`src/rtl/htc_pkg.sv`:
```
package htc_pkg;
  localparam int DW       = 32;
  localparam int B_CPCTL  = 31;
  localparam int B_ACTMON = 30;
  localparam int B_TRACE  = 20;
  localparam int B_SIMD   = 15;
  localparam int B_FP2    = 11;
  localparam int B_FP     = 10;

  localparam logic [DW-1:0] RES1_M = 32'h0000_33FF;
  localparam logic [DW-1:0] RES0_M = 32'h3FEF_4000;

  typedef struct packed {
    logic amu;
    logic fpsimd;
  } feat_t;

  typedef struct packed {
    logic ns;
    logic trc_dis;
    logic simd_dis;
    logic cp10_en;
  } mon_t;

  // Bits that physically hold state for this feature set.
  function automatic logic [DW-1:0] live_bits(feat_t f, logic simd_rw);
    logic [DW-1:0] m;
    m = '0;
    m[B_CPCTL]  = 1'b1;
    m[B_ACTMON] = f.amu;
    m[B_TRACE]  = 1'b1;
    m[B_SIMD]   = f.fpsimd & simd_rw;
    m[B_FP2]    = f.fpsimd;
    m[B_FP]     = f.fpsimd;
    return m;
  endfunction

  // Bits that read as one and ignore writes for these conditions.
  function automatic logic [DW-1:0] forced_bits(feat_t f, mon_t c);
    logic [DW-1:0] m;
    logic fp_off;
    fp_off    = ~f.fpsimd | (c.ns & ~c.cp10_en);
    m         = '0;
    m[B_TRACE]= c.ns & c.trc_dis;
    m[B_SIMD] = ~f.fpsimd | (c.ns & c.simd_dis);
    m[B_FP2]  = fp_off;
    m[B_FP]   = fp_off;
    return m;
  endfunction
endpackage

```
`src/rtl/htc_mask.sv`:
```
module htc_mask
  import htc_pkg::*;
#(
  parameter bit SIMD_RW = 1'b1
) (
  input  feat_t         feat,
  input  mon_t          mon,
  output logic [DW-1:0] live_m,
  output logic [DW-1:0] force_m
);
  always_comb begin
    live_m  = live_bits(feat, SIMD_RW);
    force_m = forced_bits(feat, mon);
  end
endmodule

```
`src/rtl/htc_store.sv`:
```
module htc_store
  import htc_pkg::*;
(
  input  logic          clk,
  input  logic          rst_n,
  input  logic          wr_en,
  input  logic [DW-1:0] wr_data,
  input  logic [DW-1:0] live_m,
  input  logic [DW-1:0] force_m,
  output logic [DW-1:0] q
);
  logic [DW-1:0] wr_take;
  assign wr_take = {DW{wr_en}} & live_m & ~force_m;

  for (genvar i = 0; i < DW; i++) begin : g_bit
    always_ff @(posedge clk) begin
      if (!rst_n)          q[i] <= 1'b0;
      else if (wr_take[i]) q[i] <= wr_data[i];
    end
  end

  // reset clears storage
  a_r1_reset_clear: assert property (@(posedge clk) !rst_n |=> q == '0);
  // a forced field keeps its stored value across a write
  a_r11_forced_hold: assert property (@(posedge clk) disable iff (!rst_n)
    1'b1 |=> ((q ^ $past(q)) & $past(force_m)) == '0);
  // unimplemented fields never take write data
  a_r13_dead_hold: assert property (@(posedge clk) disable iff (!rst_n)
    1'b1 |=> ((q ^ $past(q)) & ~$past(live_m)) == '0);
endmodule

```
`src/rtl/hyp_trap_ctl.sv`:
```
module hyp_trap_ctl
  import htc_pkg::*;
#(
  parameter bit SIMD_RW = 1'b1
) (
  input  logic          clk,
  input  logic          rst_n,
  input  logic          wr_en,
  input  logic [31:0]   wr_data,
  input  logic          feat_amu,
  input  logic          feat_fpsimd,
  input  logic          ns_state,
  input  logic          mon_trace_dis,
  input  logic          mon_simd_dis,
  input  logic          mon_cp10_en,
  output logic [31:0]   rd_data,
  output logic          trap_cpctl,
  output logic          trap_actmon,
  output logic          trap_trace,
  output logic          trap_simd,
  output logic          trap_fpsimd
);
  feat_t         feat;
  mon_t          mon;
  logic [DW-1:0] live_m, force_m, q;

  assign feat = '{amu: feat_amu, fpsimd: feat_fpsimd};
  assign mon  = '{ns: ns_state, trc_dis: mon_trace_dis,
                  simd_dis: mon_simd_dis, cp10_en: mon_cp10_en};

  htc_mask #(.SIMD_RW(SIMD_RW)) u_mask (
    .feat(feat), .mon(mon), .live_m(live_m), .force_m(force_m)
  );

  htc_store u_store (
    .clk(clk), .rst_n(rst_n), .wr_en(wr_en), .wr_data(wr_data),
    .live_m(live_m), .force_m(force_m), .q(q)
  );

  assign rd_data     = RES1_M | force_m | (q & live_m);
  assign trap_cpctl  = rd_data[B_CPCTL];
  assign trap_actmon = rd_data[B_ACTMON];
  assign trap_trace  = rd_data[B_TRACE];
  assign trap_fpsimd = rd_data[B_FP];
  assign trap_simd   = rd_data[B_SIMD] & ~rd_data[B_FP];

  a_r2_res0_zero: assert property (@(posedge clk) disable iff (!rst_n)
    (rd_data & RES0_M) == '0);
  a_r3_res1_set: assert property (@(posedge clk) disable iff (!rst_n)
    (rd_data & RES1_M) == RES1_M);
  a_r5_amu_absent: assert property (@(posedge clk) disable iff (!rst_n)
    !feat_amu |-> !trap_actmon);
  a_r7_trace_forced: assert property (@(posedge clk) disable iff (!rst_n)
    (ns_state && mon_trace_dis) |-> trap_trace);
  a_r8_simd_forced: assert property (@(posedge clk) disable iff (!rst_n)
    (ns_state && mon_simd_dis) |-> rd_data[B_SIMD]);
  a_r9_fp_forced: assert property (@(posedge clk) disable iff (!rst_n)
    (ns_state && !mon_cp10_en) |-> (rd_data[B_FP2] && trap_fpsimd));
  a_r12_simd_yields: assert property (@(posedge clk) disable iff (!rst_n)
    trap_fpsimd |-> !trap_simd);
endmodule

```
`config.mk`:
```
export PLATFORM = sky130hd
export DESIGN_NAME = hyp_trap_ctl
export DESIGN_NICKNAME = d
export VERILOG_FILES = /design/src/rtl/htc_pkg.sv /design/src/rtl/htc_mask.sv /design/src/rtl/htc_store.sv /design/src/rtl/hyp_trap_ctl.sv
export SDC_FILE = /design/constraint.sdc
export NUM_CORES = 1
export LEC_CHECK = 0
export BUFFER_PORTS_ARGS = -buffer_cell sky130_fd_sc_hd__buf_2
export CORE_MARGIN = 5
export CORE_UTILIZATION = 29
export DETAILED_ROUTE_END_ITERATION = 7
export PLACE_DENSITY = 0.8
export SYNTH_ARGS = -nofsm -noshare
export SYNTH_HDL_FRONTEND = slang
export SYNTH_SLANG_ARGS = --single-unit
```
`constraint.sdc`:
```
create_clock -name clk -period 1 [get_ports clk]
set_input_delay 0.15 -clock clk [delete_from_list [all_inputs] [get_ports clk]]
set_output_delay 0.15 -clock clk [all_outputs]
set_load 0.01 [all_outputs]
```
==> flow_metrics.env, run 1 <==
export IMPL_wl_per_cell_um=10.1
export IMPL_cts_root_buf="clkbuf_4"
export IMPL_ant_nets=0
export IMPL_core_area_mm2=0.00176
export IMPL_synth_area_um2=551
export IMPL_n_antenna_cell=0
export IMPL_critPathMaxFanout=2
export IMPL_antenna_found_initial=0
export IMPL_hold_viol_final=0
export IMPL_fill_cells=201
export IMPL_rows=15
export IMPL_fmax_ghz=0.856
export IMPL_dr_total_vias=443
export IMPL_yosysSeqAreaShare=0.218
export IMPL_critical_path_max_stage_delay_ps=300
export IMPL_setup_viol=7
export IMPL_nets=135
export IMPL_die_x_um=53.6
export IMPL_place_congestion=0.677
export IMPL_die_area_mm2=0.00287
export IMPL_fin_crit_sh=1.17
export IMPL_grt_use_total=0.0774
export IMPL_rsz0062_at_grt="yes"
export IMPL_ir_drop_v=0.000744
export IMPL_grt_ovfl_total=0
export IMPL_reg_top3="u_store.q x6"
export IMPL_netlist_top_cells_area="buf_4 (41%), dfxtp_1 (22%), mux2i_1 (7.3%)"
export IMPL_min_path_type="input port to flop"
export IMPL_yosys_area_top_type_share=0.409
export IMPL_dp_cells=113
export IMPL_setup_ws_ps=-168
export IMPL_use_met3=0.0526
export IMPL_cp_required_ps=850
export IMPL_insertion_delay_ps=240
export IMPL_io_buffers=25
export IMPL_use_met1=0.0702
export IMPL_final_max_slew_viol_count=0
export IMPL_power_density_mw_per_mm2=1070
export IMPL_crit_chain="nand3b_1 > nor3b_2 > buf_2"
export IMPL_routed_wl_um=1180
export IMPL_cts_tree="done"
export IMPL_max_cap_violations=0
export IMPL_cts_sinks=6
export IMPL_finClkSkew_ps=0
export IMPL_busiest_layer="met2"
export IMPL_worst_r2r_path_depth=3
export IMPL_largest_register_ffs=6
export IMPL_max_clock_path_buffers=2
export IMPL_top_register="u_store.q"
export IMPL_synthCells=69
export IMPL_io_pins=78
export IMPL_crit_slowest_cell="dfxtp_1"
export IMPL_clk_pin_slew_ps=40
export IMPL_yosysUniqueCellTypes=20
export IMPL_avgSynthCellArea_um2=7.98
export IMPL_hold_path_depth=2
export IMPL_htree_levels=1
export IMPL_grt_max_degree=11
export IMPL_drtIter0Drc=4
export IMPL_grt_pass1_vias=382
export IMPL_grtUsageMet2=0.137
export IMPL_period_minus_slack_ps=1170
export IMPL_path_depth=3
export IMPL_path_class="flop to output port"
export IMPL_start_kind="flop"
export IMPL_ys_seq_elements=6
export IMPL_total_power_mw=0.706
export IMPL_violations="negative setup slack"
export IMPL_endpoint_kind="output port"
export IMPL_regToRegSetupSlack_ps=310
export IMPL_ys_warn_count=0
export IMPL_p_leak_nw=0.360
export IMPL_die_height_um=53.6
export IMPL_area_growth_pct=19.5
export IMPL_post_dp_hpwl_um=989
export IMPL_drc=0
export IMPL_dr_pass1_iters=4
export IMPL_crit_buf_inv=1
export IMPL_viasPerCell=3.79
export IMPL_tritoncts_num_buffers=3
export IMPL_yosysTopAreaCell="buf_4"
export IMPL_fin_cells=117
export IMPL_arrival_ps=1020
export IMPL_initial_core_util=0.312
export IMPL_status="finished with violations"
export IMPL_drive_above_1_share=0.446
export IMPL_critPathTopFamily="simple AND/OR/NAND/NOR gates"
export IMPL_grt_pass1_wl_um=1540
[layout by cell type, fill, tap and decap left out, drive strengths merged, types with 2 or more instances in the layout]
| cell | synthesis | routed |
|---|---|---|
| nand3 | 2 | 2 |
| nand2 | 10 | 10 |
| or2 | 2 | 2 |
| conb | 2 | 26 |
| clkbuf | 1 | 3 |
| dfxtp | 6 | 6 |
| buf | 30 | 27 |
| mux2i | 4 | 4 |
| a21boi | 2 | 2 |
[logic make-up (layout without fill, tap and decap cells)]
| group | count (synthesis) | after routing | share of synthesized area |
|---|---|---|---|
| and+or+nand+nor | 19 | 19 | 0.166 |
| AOI/OAI and AO/OA | 6 | 6 | 0.107 |
| muxes | 4 | 4 | 0.0727 |
| other | 2 | 26 | 0.0136 |
| buffers and inverters | 32 | 31 | 0.423 |
| DFF | 6 | 6 | 0.218 |
[through the flow]
stage	hold slack (ps)	cell area, um^2	utilization	worst slack (ps)	TNS, ps
5_1_grt	131	658	0.373	-213	-676
3_3_place_gp	373	576	0.326	-17.3	-39.2
6_report	131	658	0.373	-168	-417
2_1_floorplan	284	641	-	53.2	0
3_5_place_dp	376	576	0.326	-28.4	-61.5
4_1_cts	123	648	0.367	-174	-524
[power by group]
| part | leakage (nW) | total (mW) | switching, mW | internal (mW) |
|---|---|---|---|---|
| Sequential | 0.0508 | 0.262 | 0.00756 | 0.254 |
| Combinational | 0.295 | 0.224 | 0.124 | 0.100 |
| Clock | 0.0138 | 0.221 | 0.0850 | 0.136 |
| Total | 0.360 | 0.706 | 0.216 | 0.490 |
[cells in the mapped netlist (all sizes together)]
cell type / number
a21boi: 2
a21o: 1
a31o: 1
and2: 1
buf: 30
clkbuf: 1
conb: 2
dfxtp: 6
inv: 1
mux2i: 4
nand2: 10
nand3: 2
nand3b: 1
nor2: 1
nor2b: 1
nor3b: 1
o211a: 1
o21ai: 1
or2: 2
[metal layers]
metal	vias up	wire, um
met1	196	365
met5	-	0
li1	210	-
met4	0	25
met3	2	192
met2	35	595
[cell type report]
type	instances	area (um^2)	share of cell area
Multi-Input combinational cell	55	304	0.462
Timing Repair Buffer	27	171	0.260
Clock buffer	3	22.5	0.0342
Inverter	1	3.75	0.00570
Sequential cell	6	125	0.190
Tap cell	25	31.3	0.0475
[what timing repair did]
action                                  4_1_cts  5_1_grt
hold buffers                                  0        0
endpoints found under the setup margin        7        8
pin swaps                                     1        2
resized for setup                             9        5
buffers inserted                              1        0
[path summary, 6_finish.rpt]
check	start	to
worst min register to register	u_store.q[30]$_SDFFE_PN0P_	u_store.q[30]$_SDFFE_PN0P_
worst min-delay path	wr_data[20]	u_store.q[20]$_SDFFE_PN0P_
worst max-delay path	u_store.q[15]$_SDFFE_PN0P_	trap_simd
worst max register to register	u_store.q[20]$_SDFFE_PN0P_	u_store.q[20]$_SDFFE_PN0P_
Power figures use the tool's default switching activity.
==> run 2: changes to the inputs <==
Settings changed: BUFFER_PORTS_ARGS -buffer_cell sky130_fd_sc_hd__buf_2 to -buffer_cell sky130_fd_sc_hd__buf_4.
==> flow_metrics.env, run 2 (same netlist as run 1, synthesis figures left out) <==
export IMPL_status="finished with violations"
export IMPL_violations="negative setup slack"
export IMPL_grt_max_degree=11
export IMPL_cts_sinks=6
export IMPL_min_path_type="input port to flop"
export IMPL_placedInstanceArea_um2=638
export IMPL_p_leak_nw=0.376
export IMPL_htree_levels=1
export IMPL_antenna_found_initial=0
export IMPL_design_area_um2=721
export IMPL_layout_common_cells="conb_1 (26), buf_4 (20), nand2_1 (10), buf_6 (7), mux2i_1 (4)"
export IMPL_critPathMaxFanout=2
export IMPL_drive_above_1_share=0.435
export IMPL_cts_root_buf="clkbuf_4"
export IMPL_cts_tree="done"
export IMPL_grt_pass1_wl_um=1720
export IMPL_wl_per_cell_um=10.1
export IMPL_p_seq_frac=0.350
export IMPL_clk_pin_slew_ps=50
export IMPL_io_pins=78
export IMPL_routed_wl_um=1180
export IMPL_setup_viol=7
export IMPL_grt_pass1_vias=418
export IMPL_drc=0
export IMPL_grt_ovfl_total=0
export IMPL_start_kind="flop"
export IMPL_top_register="u_store.q"
export IMPL_total_power_mw=0.741
export IMPL_arrival_ps=1040
export IMPL_fin_cells=117
export IMPL_hold_viol_final=0
export IMPL_fill_cells=184
export IMPL_finClkSkew_ps=0
export IMPL_max_cap_violations=0
export IMPL_setup_tns_ps=-703
export IMPL_cp_required_ps=850
export IMPL_post_dp_hpwl_um=976
export IMPL_endpoint_kind="output port"
export IMPL_drtIter0Drc=4
export IMPL_fmax_ghz=0.839
export IMPL_dr_total_vias=424
export IMPL_period_minus_slack_ps=1190
export IMPL_dp_cells=113
export IMPL_p_int_mw=0.516
export IMPL_holdWs_ps=137
export IMPL_p_sw_mw=0.225
export IMPL_layout_commonest_cell="conb_1"
export IMPL_die_height_um=53.6
export IMPL_io_buffers=25
export IMPL_ir_drop_v=0.000509
export IMPL_reg_top3="u_store.q x6"
export IMPL_core_area_mm2=0.00176
export IMPL_final_max_slew_viol_count=0
export IMPL_ctsHoldBuffers=0
export IMPL_n_antenna_cell=0
export IMPL_insertion_delay_ps=240
export IMPL_power_density_mw_per_mm2=1030
export IMPL_ant_nets=0
export IMPL_die_area_mm2=0.00287
export IMPL_path_class="flop to output port"
export IMPL_fin_crit_sh=1.19
export IMPL_place_congestion=0.670
export IMPL_rows=15
export IMPL_grt_use_total=0.0854
export IMPL_max_clock_path_buffers=2
export IMPL_regToRegSetupSlack_ps=320
export IMPL_crit_slowest_cell="dfxtp_2"
export IMPL_dr_pass1_iters=3
export IMPL_tritoncts_num_buffers=3
export IMPL_rsz0062_at_grt="yes"
export IMPL_largest_register_ffs=6
export IMPL_initial_core_util=0.312
export IMPL_nets=135
export IMPL_crit_chain="nand3b_1 > nor3b_4 > buf_6"
export IMPL_switching_share=0.303
export IMPL_combPwrFrac=0.344
export IMPL_setup_ws_ps=-192
export IMPL_area_growth_pct=30.9
export IMPL_critical_path_max_stage_delay_ps=320
export IMPL_die_x_um=53.6
export IMPL_viasPerCell=3.62
export IMPL_clkPwrFrac=0.306
[run 2: cell types whose count changed in the layout (fill, tap and decap cells not counted)]
cell / before / now
buf_2: 20 / 0
nor3b_4: 0 / 1
buf_6: 5 / 7
or2_2: 0 / 1
dfxtp_1: 2 / 3
buf_4: 2 / 20
nor3b_2: 1 / 0
dfxtp_2: 4 / 2
or2_4: 2 / 1
dfxtp_4: 0 / 1
[run 2: path summary, 6_finish.rpt]
path	start	endpoint	depth (start not counted)
setup / recovery	u_store.q[15]$_SDFFE_PN0P_	trap_simd	3
hold / removal	wr_data[20]	u_store.q[20]$_SDFFE_PN0P_	2
setup reg to reg	u_store.q[20]$_SDFFE_PN0P_	u_store.q[20]$_SDFFE_PN0P_	3
hold reg to reg	u_store.q[11]$_SDFFE_PN0P_	u_store.q[11]$_SDFFE_PN0P_	2
[run 2: area by class of cell]
class,instances,area (um^2),share of cell area
Multi-Input combinational cell,55,308,0.427
Inverter,1,3.75,0.00521
Sequential cell,6,126,0.175
Tap cell,25,31.3,0.0434
Clock buffer,3,22.5,0.0313
Timing Repair Buffer,27,229,0.318
[run 2: power by group through the flow]
stage	Sequential, mW	Clock (mW)	Combinational, mW
final	0.259	0.226	0.255
after global routing	0.260	0.247	0.279
after CTS	0.260	0.232	0.236
after detailed placement	0.263	0	0.219
after global placement	0.263	0	0.214
after floorplan	0.263	0	0.200
[run 2: critical path, delay by kind of cell (launching register included)]
kind,cells,cell delay [ps]
buffers and inverters,1,130
flip-flops,1,320
AND/OR/NAND/NOR,2,350
[run 2: layer usage]
metal,vias up,wire length (um),track usage
li1,211,-,-
met4,0,0,0.0511
met5,-,0,0
met1,181,394,0.0867
met2,32,609,0.143
met3,0,175,0.0388
[run 2: timing repair]
action                     in CTS  in global routing
gates resized for setup         7                  9
buffers inserted                1                  0
setup endpoints to repair       7                  7
[run 2: through the flow]
step                worst slack (ps)  utilization
global placement               -29.2        0.362
detailed placement             -31.1        0.362
CTS                             -177        0.393
finish                          -192        0.409
floorplan                       53.2            -
global route                    -233        0.409
